===== config.mk =====
export PLATFORM = sky130hd
export DESIGN_NAME = nco_tune_ctrl
export DESIGN_NICKNAME = d
export VERILOG_FILES = /design/src/rtl/nco_pkg.sv /design/src/rtl/nco_cmd_fifo.sv /design/src/rtl/nco_sample_clock.sv /design/src/rtl/nco_phase_acc.sv /design/src/rtl/nco_tune_ctrl.sv
export SDC_FILE = /design/constraint.sdc
export NUM_CORES = 1
export LEC_CHECK = 0
export BUFFER_PORTS_ARGS = -buffer_cell sky130_fd_sc_hd__buf_2
export CAP_MARGIN = 40
export CORE_MARGIN = 2
export CORE_UTILIZATION = 48
export CTS_CLUSTER_DIAMETER = 40
export DETAILED_ROUTE_END_ITERATION = 8
export PLACE_DENSITY_LB_ADDON = 0.25
export SLEW_MARGIN = 20
export SYNTH_ARGS = -nofsm -noshare
export SYNTH_HDL_FRONTEND = slang
export SYNTH_HIERARCHICAL = 1
export SYNTH_SLANG_ARGS = --single-unit
export TNS_END_PERCENT = 50

===== constraint.sdc =====
create_clock -name clk -period 5.5 [get_ports clk]
set_clock_uncertainty 0.05 [all_clocks]
set_input_delay 0.55 -clock clk [delete_from_list [all_inputs] [get_ports clk]]
set_output_delay 0.55 -clock clk [all_outputs]
set_load 0.05 [all_outputs]

===== src/rtl/nco_pkg.sv =====
// Shared widths and the queued retune command type.
// Assumes a 64-bit sample clock and a 32-bit phase word.
package nco_pkg;
    localparam int NCO_TIME_W  = 64;
    localparam int NCO_PHASE_W = 32;

    typedef struct packed {
        logic [NCO_TIME_W-1:0]  due;
        logic [NCO_PHASE_W-1:0] step;
    } tune_cmd_t;
endpackage


===== src/rtl/nco_cmd_fifo.sv =====
// In-order queue of timed retune commands.
// Assumes: a push while full is dropped; a pop while empty is ignored;
// clr has priority over push and pop.
module nco_cmd_fifo
    import nco_pkg::*;
#(
    parameter int DEPTH = 4
) (
    input  logic      clk,
    input  logic      rst_n,
    input  logic      clr,
    input  logic      push,
    input  tune_cmd_t push_cmd,
    input  logic      pop,
    output tune_cmd_t head,
    output logic      empty,
    output logic      full
);
    localparam int PW = (DEPTH > 1) ? $clog2(DEPTH) : 1;
    localparam int CW = $clog2(DEPTH + 1);

    tune_cmd_t       mem [DEPTH];
    logic [PW-1:0]   wr_q, rd_q;
    logic [CW-1:0]   cnt_q;
    logic            do_push, do_pop;

    assign empty   = (cnt_q == '0);
    assign full    = (cnt_q == CW'(DEPTH));
    assign do_push = push && !full && !clr;
    assign do_pop  = pop && !empty && !clr;
    assign head    = mem[rd_q];

    function automatic logic [PW-1:0] wrap_inc(input logic [PW-1:0] p);
        return (p == PW'(DEPTH - 1)) ? '0 : p + PW'(1);
    endfunction

    // Storage write; entries need no reset.
    always_ff @(posedge clk) begin
        if (do_push) mem[wr_q] <= push_cmd;
    end

    // Pointer and occupancy bookkeeping.
    always_ff @(posedge clk) begin
        if (!rst_n || clr) begin
            wr_q  <= '0;
            rd_q  <= '0;
            cnt_q <= '0;
        end else begin
            if (do_push) wr_q <= wrap_inc(wr_q);
            if (do_pop)  rd_q <= wrap_inc(rd_q);
            cnt_q <= cnt_q + CW'(do_push) - CW'(do_pop);
        end
    end
endmodule


===== src/rtl/nco_sample_clock.sv =====
// Derives each sample's time from the packet stamp plus index, and marks
// the first sample of a burst.
// Assumes the sideband word is constant across a packet.
module nco_sample_clock
    import nco_pkg::*;
(
    input  logic                  clk,
    input  logic                  rst_n,
    input  logic                  beat,
    input  logic                  last,
    input  logic                  eob,
    input  logic [NCO_TIME_W-1:0] stamp,
    output logic [NCO_TIME_W-1:0] sample_time,
    output logic                  burst_start
);
    logic                  sop_q;
    logic [NCO_TIME_W-1:0] next_q;

    // first beat takes the stamp, later beats count on from it.
    assign sample_time = sop_q ? stamp : next_q;

    // Track packet and burst position across accepted beats.
    always_ff @(posedge clk) begin
        if (!rst_n) begin
            sop_q       <= 1'b1;
            burst_start <= 1'b1;
            next_q      <= '0;
        end else if (beat) begin
            sop_q       <= last;
            burst_start <= last && eob;
            next_q      <= sample_time + NCO_TIME_W'(1);
        end
    end
endmodule


===== src/rtl/nco_phase_acc.sv =====
// Phase accumulator and increment register.
// Assumes retune is only raised on an accepted beat; retune beats an
// immediate load in the same cycle.
module nco_phase_acc
    import nco_pkg::*;
(
    input  logic                   clk,
    input  logic                   rst_n,
    input  logic                   clr,
    input  logic                   beat,
    input  logic                   burst_start,
    input  logic                   retune,
    input  logic [NCO_PHASE_W-1:0] retune_step,
    input  logic                   load,
    input  logic [NCO_PHASE_W-1:0] load_step,
    output logic [NCO_PHASE_W-1:0] phase
);
    logic [NCO_PHASE_W-1:0] acc_q, step_q;

    // Phase seen by the current sample: zero at a burst's first sample.
    assign phase = burst_start ? '0 : acc_q;

    // Advance on accepted beats; wraps modulo 2^32.
    always_ff @(posedge clk) begin
        if (!rst_n || clr) begin
            acc_q <= '0;
        end else if (beat) begin
            acc_q <= retune ? '0 : phase + step_q;
        end
    end

    // Increment register: queued retune first, then immediate load.
    always_ff @(posedge clk) begin
        if (!rst_n) begin
            step_q <= '0;
        end else if (retune) begin
            step_q <= retune_step;
        end else if (load) begin
            step_q <= load_step;
        end
    end
endmodule


===== src/rtl/nco_tune_ctrl.sv =====
// Top: passes samples through and tags each with an oscillator phase;
// decodes configuration writes into immediate loads or queued retunes.
// Assumes the sideband word holds a 64-bit stamp in its low bits.
module nco_tune_ctrl
    import nco_pkg::*;
#(
    parameter int ADDR_W    = 8,
    parameter int FREQ_ADDR = 132,
    parameter int QDEPTH    = 4,
    parameter int SAMPLE_W  = 32,
    parameter int USER_W    = 128,
    parameter int EOB_BIT   = 124,
    parameter int TIMED_BIT = 125
) (
    input  logic                   clk,
    input  logic                   rst_n,
    input  logic                   clr,
    input  logic                   cfg_we,
    input  logic [ADDR_W-1:0]      cfg_addr,
    input  logic [NCO_PHASE_W-1:0] cfg_data,
    input  logic [NCO_TIME_W-1:0]  cfg_time,
    input  logic                   cfg_timed,
    output logic                   cmdq_full,
    input  logic [SAMPLE_W-1:0]    in_data,
    input  logic                   in_last,
    input  logic [USER_W-1:0]      in_user,
    input  logic                   in_valid,
    output logic                   in_ready,
    output logic [SAMPLE_W-1:0]    out_data,
    output logic                   out_last,
    output logic [USER_W-1:0]      out_user,
    output logic [NCO_PHASE_W-1:0] out_phase,
    output logic                   out_valid,
    input  logic                   out_ready
);
    logic                  beat, freq_hit, imm_load, q_push, retune;
    logic                  q_empty, burst_start;
    logic [NCO_TIME_W-1:0] sample_time;
    tune_cmd_t             q_head;

    // straight pass-through with shared handshake.
    assign out_data  = in_data;
    assign out_last  = in_last;
    assign out_user  = in_user;
    assign out_valid = in_valid;
    assign in_ready  = out_ready;
    assign beat      = in_valid && out_ready;

    // address decode into immediate or queued writes.
    assign freq_hit = cfg_we && (cfg_addr == ADDR_W'(FREQ_ADDR));
    assign imm_load = freq_hit && !cfg_timed;
    assign q_push   = freq_hit && cfg_timed;

    // oldest command fires once a timed sample reaches its time.
    assign retune = beat && !clr && !q_empty && in_user[TIMED_BIT]
                    && (q_head.due <= sample_time);

    nco_cmd_fifo #(.DEPTH(QDEPTH)) u_fifo (
        .clk      (clk),
        .rst_n    (rst_n),
        .clr      (clr),
        .push     (q_push),
        .push_cmd ('{due: cfg_time, step: cfg_data}),
        .pop      (retune),
        .head     (q_head),
        .empty    (q_empty),
        .full     (cmdq_full)
    );

    nco_sample_clock u_sclk (
        .clk         (clk),
        .rst_n       (rst_n),
        .beat        (beat),
        .last        (in_last),
        .eob         (in_user[EOB_BIT]),
        .stamp       (in_user[NCO_TIME_W-1:0]),
        .sample_time (sample_time),
        .burst_start (burst_start)
    );

    nco_phase_acc u_acc (
        .clk         (clk),
        .rst_n       (rst_n),
        .clr         (clr),
        .beat        (beat),
        .burst_start (burst_start),
        .retune      (retune),
        .retune_step (q_head.step),
        .load        (imm_load),
        .load_step   (cfg_data),
        .phase       (out_phase)
    );
endmodule


; Yosys cells after proc, flatten, opt, wreduce, memory -nomap -nowiden
; Memory sizes are Yosys's and may differ from the RTL's. A register that Yosys moved wholly into a read port is not among the register bits.
; Index checks and enable logic that the tools add are counted.
[word_totals]
input_bits = 272
latchBits = 0
word_cells = 52
mem_count = 1
register_bits = 137
output_inout_bits = 196
romBits = 0
ram_bits = 384
[mem_list]
columns = name, words, word_bits, rd, rd_ports_with_merged_regs, wr, line
row1 = u_fifo.mem, 4, 96, 1, 1, 1, nco_cmd_fifo.sv:22  ; tune_cmd_t mem [DEPTH];
[classes]
n_reduce_logical = 21
bitwise_logic = 0
shift = 0
div_mod_pow = 0
magnitude_cmp = 1
mux = 11
multipliers = 0
n_addsub = 6
eq_ne = 4
[op_table]
columns = cell, count
row1 = $mux W32, 4
row2 = $add A64 B1 Y64 const B, 1
row3 = $le A64 B64 Y1, 1
row4 = $mux W64, 1
row5 = $add A32 B32 Y32, 1
row6 = $logic_and A1 B1 Y1, 13
row7 = $eq A8 B8 Y1 const B, 1
row8 = $mux W2, 4
row9 = $logic_not A1 Y1, 5
row10 = $add A2 B1 Y2 const B, 2
row11 = $eq A2 B2 Y1 const B, 2
row12 = $add A3 B1 Y3, 1
row13 = $eq A3 B3 Y1 const B, 1
row14 = $logic_not A3 Y1, 1
row15 = $sub A3 B1 Y3, 1
row16 = $mux W1, 2
row17 = $reduce_bool A2 Y1, 1
row18 = $logic_or A1 B1 Y1, 1

; Logic depth before layout (Yosys ltp)
[logic_depth]
word_depth = 9
depth_mapped = 24
ltp_nobuf = 19

; By module
; The synthesis kept the hierarchy.
[modules_own_cells]
columns = module, cells_each, instances, area_each_um2, seq_area_each_um2
row1 = nco_cmd_fifo, 557, 1, 14356.3, 11711.2
row2 = nco_sample_clock, 658, 1, 5386.4, 1321.3
row3 = nco_phase_acc, 525, 1, 4352.9, 1281.2
row4 = nco_tune_ctrl, 406, 1, 2920.3, 0.0

; Least setup slack after synthesis
; Ideal clock, no wire load.
[synth_path]
path_kind = reg2reg
from = reg u_sclk.sop_q
to = reg u_fifo.cnt_q[2]
setup_time_ps = 116
stages_incl_launch_ff = 25
synth_period_minus_slack_ps = 4750
n_path_buf = 6
arrival_ps = 4584
required_time_ps = 5334
setup_slack_ps = 750
path_cell_list = dfxtp_1 > buf_6 > buf_6 > buf_2 > buf_2 > buf_2 > buf_2 > mux2i_1 > inv_1 > inv_1 > ha_1 > a21oi_1 > o21ai_0 > a221oi_1 > o211ai_1 > nor4_1 > o21bai_1 > nor3b_1 > ha_1 > inv_1 > ha_1 > fa_1 > xnor2_1 > xnor2_1 > nor2b_1
[synth_via]
elab_chain_cells = 6
[synth_lines]
columns = element, line
row1 = "start, declared", nco_sample_clock.sv:16  ; logic sop_q;
row2 = "start signal, assigned", nco_sample_clock.sv:29  ; sop_q <= last;
row3 = $mux W64, nco_sample_clock.sv:20  ; assign sample_time = sop_q ? stamp : next_q;
row4 = via sample_time[33], nco_tune_ctrl.sv:38  ; logic [NCO_TIME_W-1:0] sample_time;
row5 = $le A64 B64 Y1, nco_tune_ctrl.sv:56  ; && (q_head.due <= sample_time);
row6 = $logic_and A1 B1 Y1, nco_tune_ctrl.sv:56
row7 = via retune, nco_tune_ctrl.sv:36  ; logic beat, freq_hit, imm_load, q_push, retune;
row8 = $logic_and A1 B1 Y1 (2 in series), nco_cmd_fifo.sv:30  ; assign do_pop = pop && !empty && !clr;
row9 = $sub A3 B1 Y3, nco_cmd_fifo.sv:51  ; cnt_q <= cnt_q + CW'(do_push) - CW'(do_pop);
row10 = "end signal, assigned", nco_cmd_fifo.sv:51
row11 = "end, declared", nco_cmd_fifo.sv:24  ; logic [CW-1:0] cnt_q;
; The timed path passes the listed nets, and every way through them passes these cells.
; A chain may end at the register's enable or synchronous reset.

; Final worst setup path
; Ends and elaborated chain as after synthesis.

==> run summary <==
Ys flop type - edfxtp_1
Slew Limit Headroom - 46.01%
Post-Synth Adder-Cell Area - 4.918%
Post-detailed-route count of antenna-violating nets - 0
Slew @ Worst Pin - 0.8098 ns
Detail Placement HPWL - 49400 um
Period minus WS final - 5.106 ns
Fin crit share - 92.83%
CORE AREA - 55420 um2
Number of max-cap violations - 0
Endpoints failing hold - 0
Synth warnings - 6
Clock power frac - 53.8%
DIE AREA - 58200 um2
Placed insts - 2954
Place WS - 0.4541 ns
Worst Hold Class - input port to flip-flop
First-iteration detailed-routing DRC count - 1247
CTS Sinks - 523
Main combinational cell family by area after synthesis - multiplexers
Max IR drop VDD - 0.2329 mV
Post-CTS Hold Fix Bufs - 0
Pwr dens - 337.7 nW/um2
Final non-filler cell total - 3129
Critical path class - flip-flop to flip-flop
Number of fill cells - 4517
Clock latency on the worst-skew pair - 0.64 ns
Switching Fraction - 24.21%
Clock Pin Slew Worst Setup and Hold Paths - 0.06 ns
I/O Pins - 468
Yosys reg bits - 523
Post-CTS Setup Bufs - 0
First drt pass iteration count - 5
All-Layer GR Usage - 24.07%
Total CTS buffers - 90
PortBufs - 279
CTS H-tree depth - 3
TNS Setup - 0 ns
Setup violators final - 0
Layout cells sized above 1 - 27.81%
Post-DR vias/cell - 5.730
NetSw - 2.557 mW
Max Buffers Root-to-Sink - 3
Comb pwr share - 5.6%
Synthesized area - 27020 um2
Worst setup SP type - flip-flop
Mux share of post-synthesis cell area - 11.96%
Unrepaired setup endpoints after global routing - no
Routed wire length - 70330 um
Sequential group share of total power - 40.6%
Required @ worst endpoint - 5.96 ns
Remaining DRCs - 0
Routability cong. - 0.8706
Via count - 17930
Mean post-synth cell area - 12.59 um2
Achievable Freq - 195.9 MHz
Net count reported at finish - 2677
Largest net degree at the start of global routing - 68
Crit path max fanout - 54
Gate Count Post-Synth - 2146
CTS Root Cell - clkbuf_16
Synth unique cells - 89
Worst path arrival time - 5.56 ns
WL/cell - 22.48 um
Number of flops mapped to enable cells by yosys - 384
Final worst slack - 0.3944 ns
Initial core utilization - 48.75%
Max-slew violations - 0
Leak - 12.05 nW
Simple-Gate Fraction of Synth Area - 11.75%
Die H - 241.2 um
Cts repair resizes - 0
CP Capture Type - flip-flop
Layout area overhead - 15.75%
Post-synthesis compound-gate area fraction - 8.327%
Total internal power - 8.003 mW
Initial antenna violation count - 21
FFs w/ async S/R, synth - 0%
CP max-delay cell - dfxtp_4
CP bufs+invs - 3
CTS tree - yes
Num rows - 86
Vias in the first global route - 18062
CP peak stage delay - 0.83 ns
Status - completed
Worst-path cell chain - mux2i_1, inv_1, inv_1, ha_1, nand4_1, nor3_1, nand4_1, a31oi_1, nor4_1, o21bai_4, nor3b_1, ha_1, inv_1, ha_1, fa_1, xnor2_1, xnor2_1, nor2b_1
Register area share after synthesis - 52.98%
Overflow after GRT - 0
First-pass GRT wire length - 106400 um
Syn Nets - 2523
Xor and xnor area share after synthesis - 1.718%
Die W - 241.2 um
Largest delay share family, worst path - simple AND/OR/NAND/NOR gates
## sequential cells by signal (all words and copies together), names as in the netlist, named ones only
signal,count
u_acc/step_q,32
u_sclk/next_q,64
u_fifo/mem,384
u_fifo/rd_q,2
u_fifo/wr_q,2
u_acc/acc_q,32
u_sclk/sop_q,1
u_fifo/cnt_q,3
u_sclk/burst_start,1
## metrics by stage
step	total power [mW]	area (um2)	utilization [%]	hold slack (ns)
after detailed placement	4.950	28110	50.73	0.3998
after global placement	4.930	27960	50.46	0.3922
after floorplan	4.940	27020	-	0.3842
final	10.56	31270	56.43	0.08032
after CTS	10.66	31250	56.39	0.04688
after global routing	10.89	31270	56.43	0.05820
## worst reg2reg max path: stages, from the launching register on
cell and delay, ns:
dfxtp_4 0.83, mux2i_1 0.52, inv_1 0.16, inv_1 0.09, ha_1 0.16, nand4_1 0.17
nor3_1 0.66, nand4_1 0.33, a31oi_1 0.27, nor4_1 0.07, o21bai_4 0.19, nor3b_1 0.20
ha_1 0.31, inv_1 0.04, ha_1 0.18, fa_1 0.37, xnor2_1 0.18, xnor2_1 0.14
nor2b_1 0.06
## placed cells by master, fill, tap and decap left out, types with 27 or more instances in the layout
cell type / count
nand4_1: 45
nand3_1: 99
xnor2_1: 43
nor2b_1: 49
a21oi_1: 68
ha_1: 103
nand2_1: 115
inv_1: 124
nor2_1: 70
clkbuf_16: 91
dfxtp_1: 136
mux4_2: 96
buf_4: 32
nor3_1: 28
a21o_1: 27
o21ai_0: 76
buf_2: 279
mux2i_1: 82
edfxtp_1: 384
and2_1: 43
## final cells by class
cell class / instances / area, um2 / area share (%)
Tap cell: 748 / 935.9 / 2.993
Multi-Input combinational cell: 1238 / 10500 / 33.57
Timing Repair Buffer: 323 / 1907 / 6.098
Inverter: 124 / 465.4 / 1.488
Clock buffer: 102 / 2349 / 7.510
Sequential cell: 523 / 14330 / 45.81
Clock inverter: 67 / 783.3 / 2.505
Antenna cell: 4 / 10.01 / 0.03201
## routing by layer
layer / vias up / part of all wire [%] / track usage [%]
li1: 8259 / - / -
met1: 8802 / 41 / 30.87
met2: 679 / 47 / 38.88
met3: 164 / 8.4 / 7.441
met4: 26 / 2.5 / 8.062
met5: - / 0.25 / 0.4209
## synth_stat cells, types with 9 or more instances
library cell | number | area, um2
a22o_1 | 18 | 157.7
nand4_1 | 45 | 281.5
a211o_1 | 14 | 122.6
nor4_1 | 9 | 56.30
nand2_1 | 115 | 431.7
a22oi_1 | 13 | 97.59
a211oi_1 | 11 | 82.58
nand3_1 | 99 | 495.5
buf_2 | 23 | 115.1
nand2b_1 | 12 | 75.07
mux4_2 | 96 | 2162
a21oi_1 | 68 | 340.3
o21ai_0 | 76 | 380.4
mux2_2 | 22 | 247.7
o211ai_1 | 9 | 67.56
nand3b_1 | 21 | 157.7
and2_1 | 44 | 275.3
xor2_1 | 10 | 87.58
inv_1 | 124 | 465.5
a21o_1 | 27 | 202.7
nor3_1 | 29 | 145.1
nor2b_1 | 49 | 306.5
clkbuf_1 | 53 | 198.9
nor2_1 | 72 | 270.3
edfxtp_1 | 384 | 11530
xnor2_1 | 43 | 376.6
dfxtp_1 | 139 | 2783
buf_6 | 9 | 101.4
buf_4 | 165 | 1239
ha_1 | 103 | 1289
and3_1 | 15 | 93.84
mux2i_1 | 82 | 820.8
## logic make-up (layout without fill, tap and decap cells)
group / Yosys count / after routing
AOI/OAI and AO/OA: 324 / 324
adders and majority gates: 105 / 105
buffers and inverters: 385 / 616
muxes: 200 / 200
xor gates and xnor gates: 53 / 53
DFF: 523 / 523
other: 0 / 4
and+or+nand+nor: 556 / 556
## path summary, 6_finish.rpt
kind                            depth (start not counted)  slack [ns]           endpoint             from
worst min-delay path                                    1        0.08  u_fifo/mem[2][79]     cfg_time[47]
worst max register to register                         18        0.39    u_fifo/cnt_q[2]     u_sclk/sop_q
worst min register to register                          1        0.41    u_acc/acc_q[21]  u_acc/acc_q[21]
worst max-delay path                                   18        0.39    u_fifo/cnt_q[2]     u_sclk/sop_q
## power by group through the flow
stage | logic [mW] | registers [mW] | clock network (mW)
global route | 0.647 | 4.29 | 5.96
global placement | 0.567 | 4.36 | 0
floorplan | 0.586 | 4.35 | 0
finish | 0.591 | 4.29 | 5.68
CTS | 0.589 | 4.28 | 5.78
detailed placement | 0.586 | 4.36 | 0
No activity file was read; power rests on OpenSTA's default activity.
